**src/rtl/dual_style_bus_if.sv**
```systemverilog
module dual_style_bus_if #(
  parameter int AW = 7,
  parameter int DW = 8
) (
  input  logic          clk,
  input  logic          rst_n,
  input  logic          mode_sel,
  input  logic          cs_n,
  input  logic          ds,
  input  logic          rw,
  input  logic          bank_sel,
  input  logic [AW-1:0] addr,
  input  logic [DW-1:0] wdata,
  output logic          rd_stb,
  output logic          wr_stb,
  output logic          bank_ext,
  output logic [AW-1:0] addr_out,
  output logic [DW-1:0] wdata_out,
  output logic          bus_oe
);

  logic [2:0] ds_q, rw_q, cs_q;
  logic       oe_q;

  always_ff @(posedge clk or negedge rst_n) begin
    if (!rst_n) begin
      ds_q <= '0;
      rw_q <= '0;
      cs_q <= '1;
    end else begin
      ds_q <= {ds_q[1:0], ds};
      rw_q <= {rw_q[1:0], rw};
      cs_q <= {cs_q[1:0], cs_n};
    end
  end

  wire ds_s = ds_q[1];
  wire ds_p = ds_q[2];
  wire rw_s = rw_q[1];
  wire rw_p = rw_q[2];
  // select must have been seen for two synchronised cycles (blocks edges just after reset)
  wire sel  = ~cs_q[1] & ~cs_q[2];

  wire ds_rise = ds_s & ~ds_p;
  wire ds_fall = ~ds_s & ds_p;
  wire rw_rise = rw_s & ~rw_p;

  wire rd_hit  = sel & (mode_sel ? (ds_rise & rw_s) : ds_fall);
  wire wr_hit  = sel & (mode_sel ? (ds_fall & ~rw_s) : rw_rise);
  wire rd_hold = ~cs_q[1] & (mode_sel ? (ds_s & rw_s) : ~ds_s);

  always_ff @(posedge clk or negedge rst_n) begin
    if (!rst_n) begin
      rd_stb    <= 1'b0;
      wr_stb    <= 1'b0;
      bank_ext  <= 1'b0;
      addr_out  <= '0;
      wdata_out <= '0;
      oe_q      <= 1'b0;
    end else begin
      rd_stb <= rd_hit;
      wr_stb <= wr_hit;
      if (rd_hit || wr_hit) begin
        bank_ext <= bank_sel;
        addr_out <= addr;
      end
      if (wr_hit) wdata_out <= wdata;
      if (rd_hit) oe_q <= 1'b1;
      else if (!rd_hold) oe_q <= 1'b0;
    end
  end

  assign bus_oe = oe_q & rd_hold;

  p_rd_single_r10: assert property (@(posedge clk) disable iff (!rst_n) rd_stb |=> !rd_stb);
  p_wr_single_r10: assert property (@(posedge clk) disable iff (!rst_n) wr_stb |=> !wr_stb);
  p_rd_needs_cs_r7: assert property (@(posedge clk) disable iff (!rst_n) rd_stb |-> !$past(cs_n, 3));
  p_wr_needs_cs_r7: assert property (@(posedge clk) disable iff (!rst_n) wr_stb |-> !$past(cs_n, 3));
  p_oe_needs_cs_r9: assert property (@(posedge clk) disable iff (!rst_n) bus_oe |-> !$past(cs_n, 2));
  p_oe_start_r9: assert property (@(posedge clk) disable iff (!rst_n) $rose(bus_oe) |-> rd_stb);

endmodule

```
**config.mk**
```make
export PLATFORM = sky130hd
export DESIGN_NAME = dual_style_bus_if
export DESIGN_NICKNAME = d
export VERILOG_FILES = /design/src/rtl/dual_style_bus_if.sv
export SDC_FILE = /design/constraint.sdc
export NUM_CORES = 1
export LEC_CHECK = 0
export BUFFER_PORTS_ARGS = -buffer_cell sky130_fd_sc_hd__buf_2
export CORE_ASPECT_RATIO = 1.25
export CORE_MARGIN = 3
export CORE_UTILIZATION = 41
export CTS_BUF_LIST = sky130_fd_sc_hd__clkbuf_16
export CTS_CLUSTER_SIZE = 10
export DETAILED_ROUTE_END_ITERATION = 7
export GPL_ROUTABILITY_DRIVEN = 0
export PLACE_DENSITY = 0.72
export SLEW_MARGIN = 20
export SYNTH_ARGS = -nofsm -noshare
export SYNTH_HDL_FRONTEND = slang
export SYNTH_SLANG_ARGS = --single-unit
```
**constraint.sdc**
```tcl
create_clock -name clk -period 1.75 [get_ports clk]
set_clock_uncertainty 0.15 [all_clocks]
set_input_delay 0.175 -clock clk [delete_from_list [all_inputs] [get_ports clk]]
set_output_delay 0.175 -clock clk [all_outputs]
set_load 0.02 [all_outputs]
```
* Word level (Yosys, flattened, before mapping)
Index checks and enable logic that the tools add are counted.
** Storage, ports and cells
- Flip-flop bits (word level) :: 28
- Input port bits :: 22
- Output and inout port bits :: 19
- Logic and storage cells :: 33
** Cells by class
- Eq/ne operators :: 1
- Multiplexer cells :: 5
- Bitwise gates (word level) :: 17
- Reductions and logical operators :: 1
** Operators by type and width (count)
- 1-bit bitwise AND :: 11
- 1-bit NOT :: 6
- 1-bit 2-to-1 mux :: 5
- 2-bit != test (second input constant) :: 1
- 1-bit logical OR :: 1

* Longest topological paths before layout
Gate-level depths: netlist (run 1).
- Word-level depth :: 6
- Mapped depth :: 3
- Depth with buffers taken out :: 3

* Worst setup path before layout (run 1)
No wires, ideal clock.
- Kind :: register to register
- From :: register ds_q[1]
- To :: register addr_out[0]
- Setup time :: 125 ps
- Data arrival time :: 1561 ps
- Data required time :: 1475 ps
- Path slack :: -86 ps
- Cell stages (with the launch flop) :: 4
- Buffers on the path :: 0
- Clock period less this slack :: 1836 ps
- Cell sequence :: dfrtp_1 -> and4b_1 -> o41ai_4 -> mux2_2
** On the way
- Longest elaborated chain between the ends :: 6
- Elaborated cells on any way between the ends :: 10
- Those cells by class :: mux: 2; bitwise: 7; reduce/logical: 1
** RTL lines
- start, declared :: RTL line 22 : logic [2:0] ds_q, rw_q, cs_q;
- start signal, assigned :: RTL line 31 : ds_q <= {ds_q[1:0], ds};
- 1-bit NOT :: RTL line 45 : wire ds_fall = ~ds_s & ds_p;
- 1-bit bitwise AND :: RTL line 45
- 1-bit bitwise AND :: RTL line 49 : wire wr_hit = sel & (mode_sel ? (ds_fall & ~rw_s) : rw_rise);
- 1-bit 2-to-1 mux :: RTL line 49
- 1-bit bitwise AND :: RTL line 49
- 1-bit logical OR (*) :: RTL line 63 : if (rd_hit || wr_hit) begin
- end signal, assigned :: RTL line 65 : addr_out <= addr;
- end, declared :: RTL line 17 : output logic [AW-1:0] addr_out,
Every way passes the cells marked *; elsewhere a longest branch is shown, timed or not.
A chain may end at the register's enable or synchronous reset.

* Final worst setup path (run 1)
- From :: register ds_q[1]
- To :: register bank_ext
** On the way
- Longest elaborated chain between the ends :: 6
- Elaborated cells on any way between the ends :: 10
- Those cells by class :: mux: 2; bitwise: 7; reduce/logical: 1
** RTL lines
- 1-bit NOT :: RTL line 45
- 1-bit bitwise AND :: RTL line 45
- 1-bit bitwise AND :: RTL line 49
- 1-bit 2-to-1 mux :: RTL line 49
- 1-bit bitwise AND :: RTL line 49
- 1-bit logical OR (*) :: RTL line 63
- end signal, assigned :: RTL line 64 : bank_ext <= bank_sel;
- end, declared :: RTL line 16 : output logic bank_ext,
Marks and branches as above.

==> implementation parameters, run 1 <==
Parameter                              Value

Status
  Result of the run    finished with violations
  Violations in the final reports    hold timing, setup timing

Clock tree
  Number of clock buffers inserted by TritonCTS    3
  Clock root buffer master    sky130_fd_sc_hd__clkbuf_16
  Maximum buffer depth of the clock tree    2
  CTS tree    done
  CTS H-tree lvls    1
  Clock insertion delay at the later pin of the skew report    260 ps
  Clock sink total    28
  Clock transition at the registers of the reported paths    70 ps

Critical path
  Arrival time at the worst endpoint    1800 ps
  Kind of critical path    reg2reg
  Terminus of the critical flop-to-flop path    bank_ext$_DFFE_PN0P_
  Critical Path Source    ds_q[1]$_DFF_PN0_
  Reg-to-reg setup timing slack    -50 ps
  Element type at the critical path end    register
  Crit path max fanout    8
  Slowest cell on the critical path    sky130_fd_sc_hd__dfrtp_1
  Largest stage delay on the critical path    420 ps
  Start of the worst register-to-register path    ds_q[1]$_DFF_PN0_
  Logic depth of the worst register-to-register path    4
  CP Cell Sequence    and4b_2 -> o41ai_4 -> buf_6 -> mux2_4
  Crit start category    register
  Required arrival time at the worst endpoint    1750 ps

Placed design
  Buffers on Ports    40
  Pre-CTS setup slack    -104 ps
  Cell Area, Placed    1280 µm²
  Detailed placement HPWL    1.40 mm

Die
  I/O pin count    41
  Effective utilization at floorplan    44.4%
  Chip width    50.3 µm
  Die extent in y    61.3 µm
  Row count    19
  Total core area    2260 µm²
  Die Outline Area    3080 µm²

STA
  Period Utilization, post-route    103%
  Transition at the pin with the smallest max-transition slack    583 ps
  Setup violators final    11
  Final critical delay including setup and external delays    1800 ps
  Worst hold slack    -3.73 ps
  Fmax    554 MHz
  Number of slew-limit violations in the final report    0
  Worst Slack Setup Final    -53.7 ps
  Unrepaired setup endpoints after global routing    true
  Count of endpoints failing hold in the final timing report    3
  Slew Limit Headroom    61.1%

Layout
  FILL cells    148
  Inserted Diodes    0
  Post-layout util    74.2%
  Area overhead of the layout relative to synthesis    67.1%
  Final Net Count    148
  Post-layout instance area    1680 µm²
  Proportion of layout cells with a drive suffix above 1    60.8%

Routing
  TritonRoute pass-1 iters    2
  Vias per inst    4.71
  Drt first-iter violations    3
  Wire length per cell after detailed routing    15.4 µm
  Via count    734
  ANT nets after route    0
  DRC violation count after routing    0
  Total wire length    2.41 mm

Synth
  Cell area after technology mapping    1000 µm²
  Number of warnings printed during yosys synthesis    0
  Post-synth net total    80
  Instance count of the mapped netlist    58
  Fraction of the yosys area taken by sequential cells    70.2%
  Flip-flop and latch count after synthesis    28
  Distinct cell type count after synthesis    16
  Post-Synthesis Mean Instance Area    17.3 µm²

Global route
  Remaining Overflow, GRT    0
  First-pass GRT wire length    3.15 mm
  Initial antenna violation count    0
  Pin count of the biggest net entering global routing    29
  Gr usage total    14.3%
  Vias in the first global route    751

Power
  Total power after layout    1.98 mW
  Max rail drop VDD    937 µV
  Power per Cell Area    1180 nW/µm²
  Leakage power summed over all cells    0.882 nW

Worst hold path
  Worst Hold Path EP    wdata_out[1]$_DFFE_PN0P_
  Cell count of the worst hold path    2
  Worst min-delay path startpoint    wdata[1]
  Worst min-delay path category    in2reg

Job
  Max Cap Violations    0
## power by group
| group | switching, mW | leakage (nW) | internal [mW] |
|---|---|---|---|
| clock | 0.210 | 0.0511 | 0.455 |
| combinational | 0.241 | 0.496 | 0.252 |
| sequential | 0.0625 | 0.335 | 0.760 |
| total | 0.514 | 0.882 | 1.47 |
## kinds of logic (layout without fill, tap and decap cells)
kind of cell	Yosys count	after routing	synth area share, %
DFF	28	28	70.2
muxes	16	16	18.0
AOI/OAI and AO/OA	5	5	5.61
buffers and inverters	1	68	0.374
and+or+nand+nor	8	8	5.86
## worst max-delay path by stage
stage | cells past startpoint | slack [ps] | end
finish | 4 | -50 | bank_ext$_DFFE_PN0P_
global route | 4 | -110 | bank_ext$_DFFE_PN0P_
CTS | 4 | -70 | bank_ext$_DFFE_PN0P_
detailed placement | 4 | -100 | bank_ext$_DFFE_PN0P_
global placement | 4 | -30 | addr_out[4]$_DFFE_PN0P_
floorplan | 3 | -70 | addr_out[0]$_DFFE_PN0P_
## cells in the mapped netlist, drive strengths merged
library cell | n | area share [%]
nand3 | 1 | 0.50
and2 | 1 | 0.62
nor2 | 1 | 0.37
dfstp | 3 | 7.9
nor3b | 2 | 1.5
dfrtp | 25 | 62
and4bb | 1 | 1.2
o21a | 1 | 0.75
o21ai | 2 | 1.4
a21o | 1 | 0.75
nor2b | 1 | 0.62
o41ai | 1 | 2.7
inv | 1 | 0.37
mux2 | 16 | 18
and4b | 1 | 1.0
## stage by stage
| stage | TNS (ps) | cells |
|---|---|---|
| 2_1_floorplan | -538 | 58 |
| 3_3_place_gp | -202 | 133 |
| 3_5_place_dp | -700 | 133 |
| 4_1_cts | -460 | 153 |
| 5_1_grt | -1120 | 156 |
| 6_report | -421 | 156 |
## sequential cells by signal, summed over array words and instances (netlist names)
register,count
ds_q,3
bank_ext,1
addr_out,7
rd_stb,1
wr_stb,1
rw_q,3
wdata_out,8
cs_q,3
oe_q,1
## layout make-up
cell class	instances	area (µm²)	area share [%]
Clock buffer	3	75.1	4.48
Clock inverter	1	30.0	1.79
Inverter	1	3.75	0.224
Multi-Input combinational cell	29	374	22.3
Sequential cell	28	704	42.0
Tap cell	31	38.8	2.31
Timing Repair Buffer	63	450	26.9
## metal layers
layer / wire length, µm / GRT usage (%)
met5: 0 / 0
met3: 61 / 1.45
met4: 51 / 8.30
met1: 930 / 13.4
met2: 1370 / 29.9
## worst max-delay path, delay by kind of cell (launching register included)
kind	cells	cell delay, ps
buffers and inverters	1	210
and+or+nand+nor	1	250
muxes	1	310
AOI/OAI and AO/OA	1	340
DFF	1	420
## placed cells by master (no fill, tap or decap)
cell type / count
sky130_fd_sc_hd__inv_1: 1
sky130_fd_sc_hd__nor2_1: 1
sky130_fd_sc_hd__o41ai_4: 1
sky130_fd_sc_hd__o21a_1: 1
sky130_fd_sc_hd__mux2_4: 16
sky130_fd_sc_hd__bufinv_16: 1
sky130_fd_sc_hd__o21ai_4: 1
sky130_fd_sc_hd__buf_4: 3
sky130_fd_sc_hd__clkbuf_16: 4
sky130_fd_sc_hd__nor2b_1: 1
sky130_fd_sc_hd__a21o_1: 1
sky130_fd_sc_hd__and4b_2: 1
sky130_fd_sc_hd__nor3b_2: 2
sky130_fd_sc_hd__buf_6: 2
sky130_fd_sc_hd__dlygate4sd3_1: 16
sky130_fd_sc_hd__dfstp_2: 3
sky130_fd_sc_hd__nand3_1: 1
sky130_fd_sc_hd__buf_12: 1
sky130_fd_sc_hd__o21ai_0: 1
sky130_fd_sc_hd__and4bb_2: 1
sky130_fd_sc_hd__and2_1: 1
sky130_fd_sc_hd__buf_2: 40
sky130_fd_sc_hd__dfrtp_1: 25
## timing repair
action,in CTS,in global routing
setup buffers,2,1
endpoints found under the setup margin,8,16
endpoints found under the hold margin,38,2
resized for setup,2,21
pin swaps,2,2
hold buffers,14,2
gates cloned,0,1
Power figures use the tool's default switching activity.
==> run 2, diff against run 1 <==
--- a/config.mk
+++ b/config.mk
@@ -12,7 +12,7 @@
 export CTS_BUF_LIST = sky130_fd_sc_hd__clkbuf_16
 export CTS_CLUSTER_SIZE = 10
 export DETAILED_ROUTE_END_ITERATION = 7
-export GPL_ROUTABILITY_DRIVEN = 0
+export MAX_ROUTING_LAYER = met4
 export PLACE_DENSITY = 0.72
 export SLEW_MARGIN = 20
 export SYNTH_ARGS = -nofsm -noshare
==> implementation parameters, run 2 (synthesis results as in run 1) <==
Parameter                              Value

Layout
  Registers with the most flip-flops    wdata_out (8), addr_out (7)
  Post-layout util    74.2%
  FILL cells    148
  Area overhead of the layout relative to synthesis    67.1%
  Most flop-heavy register    wdata_out
  Inserted Diodes    0
  Commonest non-fill, non-tap cell in the layout    sky130_fd_sc_hd__buf_2
  Post-layout instance area    1680 µm²
  Most used cells in the layout excluding fill and tap cells    sky130_fd_sc_hd__buf_2, sky130_fd_sc_hd__dfrtp_1, sky130_fd_sc_hd__mux2_4, sky130_fd_sc_hd__dlygate4sd3_1, sky130_fd_sc_hd__clkbuf_16
  Largest register FFs    8
  Final Net Count    148
  Proportion of layout cells with a drive suffix above 1    60.8%

Routing
  ANT nets after route    0
  Wire length per cell after detailed routing    15.4 µm
  Drt first-iter violations    4
  DRC violation count after routing    0
  TritonRoute pass-1 iters    3
  Via count    721
  Vias per inst    4.62
  Total wire length    2.41 mm

Clock tree
  Clock sink total    28
  CTS tree    done
  CTS H-tree lvls    1
  Maximum buffer depth of the clock tree    2
  Number of clock buffers inserted by TritonCTS    3
  Clock transition at the registers of the reported paths    60 ps
  Clock root buffer master    sky130_fd_sc_hd__clkbuf_16
  Clock insertion delay at the later pin of the skew report    260 ps

Status
  Violations in the final reports    hold timing, setup timing
  Result of the run    finished with violations

Critical path
  Critical Path Source    ds_q[1]$_DFF_PN0_
  Crit path max fanout    8
  Crit start category    register
  Terminus of the critical flop-to-flop path    bank_ext$_DFFE_PN0P_
  Required arrival time at the worst endpoint    1740 ps
  Start of the worst register-to-register path    ds_q[1]$_DFF_PN0_
  Arrival time at the worst endpoint    1800 ps
  Element type at the critical path end    register
  Logic depth of the worst register-to-register path    4
  Reg-to-reg setup timing slack    -50 ps
  Kind of critical path    reg2reg
  Destination of the critical timing path    bank_ext$_DFFE_PN0P_

STA
  Final critical delay including setup and external delays    1800 ps
  Worst hold slack    -1.91 ps
  Number of slew-limit violations in the final report    0
  Total negative setup slack    -423 ps
  Setup violators final    11
  Worst Slack Setup Final    -53.0 ps
  Slew Limit Headroom    60.8%
  Unrepaired setup endpoints after global routing    true
  Transition at the pin with the smallest max-transition slack    588 ps
  Fmax    555 MHz
  Period Utilization, post-route    103%
  Count of endpoints failing hold in the final timing report    2

Global route
  First-pass GRT wire length    3.15 mm
  Vias in the first global route    750
  Gr usage total    14.8%
  Initial antenna violation count    0
  Pin count of the biggest net entering global routing    29
  Remaining Overflow, GRT    0

Die
  Total core area    2260 µm²
  I/O pin count    41
  Effective utilization at floorplan    44.4%
  Row count    19
  Chip width    50.3 µm
  Die Outline Area    3080 µm²
  Die extent in y    61.3 µm

Power
  Leakage power summed over all cells    0.882 nW
  Max rail drop VDD    935 µV
  Total power after layout    1.98 mW
  Power per Cell Area    1180 nW/µm²

Placed design
  Buffers on Ports    40
  Routability-driven placement congestion ratio    0.805
  Detailed placement HPWL    1.40 mm
  Cell Area, Placed    1280 µm²
  Pre-CTS setup slack    -104 ps

Worst hold path
  Worst min-delay path startpoint    wdata[1]
  Worst min-delay path category    in2reg

Job
  Max Cap Violations    0
run 2: area by class of cell:
class	instances	area, µm²	share of cell area (%)
clock buffer	3	75.1	4.48
clock inverter	1	30.0	1.79
inverter	1	3.75	0.224
multi-input combinational	29	374	22.3
sequential	28	704	42.0
tap	31	38.8	2.31
timing repair buffer	63	450	26.9
run 2: timing repair:
action	4_1_cts	5_1_grt
hold buffers	14	2
gates cloned	0	1
hold endpoints to repair	38	2
endpoints found under the setup margin	8	16
pin swaps	2	2
resized for setup	2	21
buffers inserted	2	1
run 2: report_power, final:
group          total (mW)  leakage (nW)  internal [mW]  switching, mW
Combinational       0.493         0.496          0.252          0.241
Sequential          0.823         0.335          0.760         0.0624
Clock               0.660        0.0511          0.455          0.205
Total                1.98         0.882           1.47          0.509
run 2: worst min path at each step:
stage	end	slack [ps]	depth (start not counted)
final	wdata_out[1]$_DFFE_PN0P_	-2	2
after floorplan	addr_out[0]$_DFFE_PN0P_	-270	0
after global placement	wdata_out[0]$_DFFE_PN0P_	50	1
after CTS	addr_out[6]$_DFFE_PN0P_	1	2
after global routing	wdata_out[1]$_DFFE_PN0P_	2	2
after detailed placement	wdata_out[2]$_DFFE_PN0P_	70	1
run 2: stage by stage:
stage                     cells  hold WS (ps)
after floorplan              58          -271
after global placement      133          53.0
after detailed placement    133          68.0
after CTS                   153          1.45
after global routing        156          1.54
final                       156         -1.91
run 2: routing by layer:
metal,global-route usage (%),part of all wire (%)
met3,1.45,2.2
met1,13.4,39
met5,-,0
met2,29.9,58
met4,8.30,1.0
run 2: critical path, stage by stage, from the launching register on:
cell	delay, ps
sky130_fd_sc_hd__dfrtp_1	420
sky130_fd_sc_hd__and4b_2	250
sky130_fd_sc_hd__o41ai_4	340
sky130_fd_sc_hd__buf_6	200
sky130_fd_sc_hd__mux2_4	310
==> run 3, diff against run 2 <==
--- a/config.mk
+++ b/config.mk
@@ -8,12 +8,12 @@
 export BUFFER_PORTS_ARGS = -buffer_cell sky130_fd_sc_hd__buf_2
 export CORE_ASPECT_RATIO = 1.25
 export CORE_MARGIN = 3
-export CORE_UTILIZATION = 41
+export CORE_UTILIZATION = 45
 export CTS_BUF_LIST = sky130_fd_sc_hd__clkbuf_16
 export CTS_CLUSTER_SIZE = 10
 export DETAILED_ROUTE_END_ITERATION = 7
 export MAX_ROUTING_LAYER = met4
-export PLACE_DENSITY = 0.72
+export PLACE_DENSITY_LB_ADDON = 0.2
 export SLEW_MARGIN = 20
 export SYNTH_ARGS = -nofsm -noshare
 export SYNTH_HDL_FRONTEND = slang
==> constraint.sdc (replaced) <==
create_clock -name clk -period 1.85 [get_ports clk]
set_clock_uncertainty 0.15 [all_clocks]
set_input_delay 0.185 -clock clk [delete_from_list [all_inputs] [get_ports clk]]
set_output_delay 0.185 -clock clk [all_outputs]
set_load 0.02 [all_outputs]
==> implementation parameters, run 3 (synthesis results as in run 1) <==
Parameter                              Value

Die
  Effective utilization at floorplan    49.0%
  Row count    18
  Total core area    2050 µm²
  I/O pin count    41
  Chip width    48.2 µm
  Die Outline Area    2840 µm²
  Die extent in y    58.8 µm

Routing
  TritonRoute pass-1 iters    3
  ANT nets after route    0
  Via count    687
  DRC violation count after routing    0
  Drt first-iter violations    6
  Wire length per cell after detailed routing    12.8 µm
  Vias per inst    4.74
  Total wire length    1.86 mm

Critical path
  Reg-to-reg setup timing slack    40 ps
  CP bufs+invs    1
  Element type at the critical path end    register
  Slowest cell on the critical path    sky130_fd_sc_hd__dfrtp_1
  Largest delay contributor family on the critical path    flip-flops
  Crit path max fanout    8
  Required arrival time at the worst endpoint    1850 ps
  Kind of critical path    reg2reg
  Largest stage delay on the critical path    400 ps
  Terminus of the critical flop-to-flop path    addr_out[3]$_DFFE_PN0P_
  Crit start category    register
  Logic depth of the worst register-to-register path    4
  Start of the worst register-to-register path    rw_q[1]$_DFF_PN0_
  Arrival time at the worst endpoint    1810 ps
  CP Cell Sequence    and4bb_2 -> o41ai_4 -> buf_6 -> mux2_2

Worst hold path
  Worst min-delay path category    in2reg
  Cell count of the worst hold path    2
  Worst min-delay path startpoint    addr[2]
  Worst Hold Path EP    addr_out[2]$_DFFE_PN0P_

Power
  Switching Share    27.1%
  Leakage power summed over all cells    0.745 nW
  Net switching power figure    0.443 mW
  Max rail drop VDD    839 µV
  Fraction of power consumed by sequential logic    46.9%
  Design internal power    1.19 mW
  Power per Cell Area    1120 nW/µm²
  Part of the total power dissipated in the clock network    29.1%
  Share of total power in combinational logic    24.0%

STA
  Count of endpoints failing hold in the final timing report    0
  Worst Slack Setup Final    35.1 ps
  Fmax    551 MHz
  Period Utilization, post-route    98.1%
  Transition at the pin with the smallest max-transition slack    578 ps
  Setup violators final    0
  Slew Limit Headroom    61.4%
  Number of slew-limit violations in the final report    0
  Final critical delay including setup and external delays    1810 ps
  Total negative setup slack    0 ps
  Unrepaired setup endpoints after global routing    true
  Worst hold slack    1.28 ps

Placed design
  Detailed placement HPWL    1.22 mm
  Pre-CTS setup slack    12.8 ps
  Buffers on Ports    40
  Cell Area, Placed    1260 µm²
  Post-placement cell count    130
  Routability-driven placement congestion ratio    0.721

Layout
  Final Net Count    138
  Inserted Diodes    0
  Largest register FFs    8
  Registers with the most flip-flops    wdata_out (8), addr_out (7)
  Post-layout instance area    1460 µm²
  Most used cells in the layout excluding fill and tap cells    sky130_fd_sc_hd__buf_2, sky130_fd_sc_hd__dfrtp_1, sky130_fd_sc_hd__mux2_2
  FILL cells    155
  Most flop-heavy register    wdata_out
  Area overhead of the layout relative to synthesis    45.6%
  Commonest non-fill, non-tap cell in the layout    sky130_fd_sc_hd__buf_2
  Proportion of layout cells with a drive suffix above 1    61.7%
  Final standard cell count with taps included and fillers excluded    145

Clock tree
  CTS H-tree lvls    1
  Number of clock buffers inserted by TritonCTS    3
  Clock root buffer master    sky130_fd_sc_hd__clkbuf_16
  Clock insertion delay at the later pin of the skew report    260 ps
  Clock sink total    28
  Maximum buffer depth of the clock tree    2
  CTS tree    done
  Clock transition at the registers of the reported paths    60 ps

Global route
  GRT busiest layer    met2
  Pin count of the biggest net entering global routing    29
  Gr usage total    14.6%
  Fraction of met3 tracks used by global routing    2.75%
  First-pass GRT wire length    2.70 mm
  Initial antenna violation count    0
  Met2 GRT Util    22.4%
  Met1 track demand over resource    16.9%
  Remaining Overflow, GRT    0
  Vias in the first global route    610

Status
  Result of the run    complete, no violations

Job
  Max Cap Violations    0
[run 3: cell types whose count changed in the layout (fill, tap and decap cells not counted), sizes merged]
cell and change:
bufinv -1, clkbuf -1, buf -2, dlygate4sd3 -7, inv +1
[run 3: final cells by class]
| class | count | area (µm²) | area share, % |
|---|---|---|---|
| Inverter | 1 | 3.75 | 0.257 |
| Multi-Input combinational cell | 29 | 313 | 21.4 |
| Clock inverter | 1 | 3.75 | 0.257 |
| Sequential cell | 28 | 704 | 48.2 |
| Clock buffer | 3 | 75.1 | 5.14 |
| Timing Repair Buffer | 53 | 324 | 22.2 |
| Tap cell | 30 | 37.5 | 2.57 |
[run 3: per-stage QoR]
stage	power [mW]	utilization [%]
final	1.63	71.3
after global routing	1.72	71.3
after CTS	1.64	68.6
after detailed placement	1.14	61.3
after global placement	1.13	61.3
after floorplan	0.991	-
[run 3: worst max-delay path by stage]
stage	startpoint	slack, ps	cells after the start	end
floorplan	ds_q[1]$_DFF_PN0_	10	3	addr_out[0]$_DFFE_PN0P_
global placement	ds_q[1]$_DFF_PN0_	60	4	addr_out[4]$_DFFE_PN0P_
detailed placement	ds_q[1]$_DFF_PN0_	10	4	addr_out[3]$_DFFE_PN0P_
CTS	rw_q[1]$_DFF_PN0_	20	4	addr_out[0]$_DFFE_PN0P_
global route	rw_q[1]$_DFF_PN0_	-20	4	addr_out[3]$_DFFE_PN0P_
finish	rw_q[1]$_DFF_PN0_	40	4	addr_out[3]$_DFFE_PN0P_
[run 3: metal layers]
metal	wire (µm)	up-vias	share of wire [%]
met5	0	-	0
met3	108	5	5.8
met1	685	333	37
li1	-	321	-
met2	1010	28	54
met4	54	0	2.9
[run 3: timing repair]
item,4_1_cts,5_1_grt
setup buffers,1,1
resized for setup,1,6
hold buffers,6,3
hold endpoints to repair,30,3
pin swaps,0,3
gates cloned,0,0
endpoints found under the setup margin,2,4
[run 3: power groups by stage]
stage          clock network, mW  logic, mW  registers (mW)
3_3_place_gp                   0      0.356           0.771
6_report                   0.475      0.391           0.766
4_1_cts                    0.493      0.377           0.766
2_1_floorplan                  0     0.0969           0.894
5_1_grt                    0.521      0.419           0.780
3_5_place_dp                   0      0.362           0.775
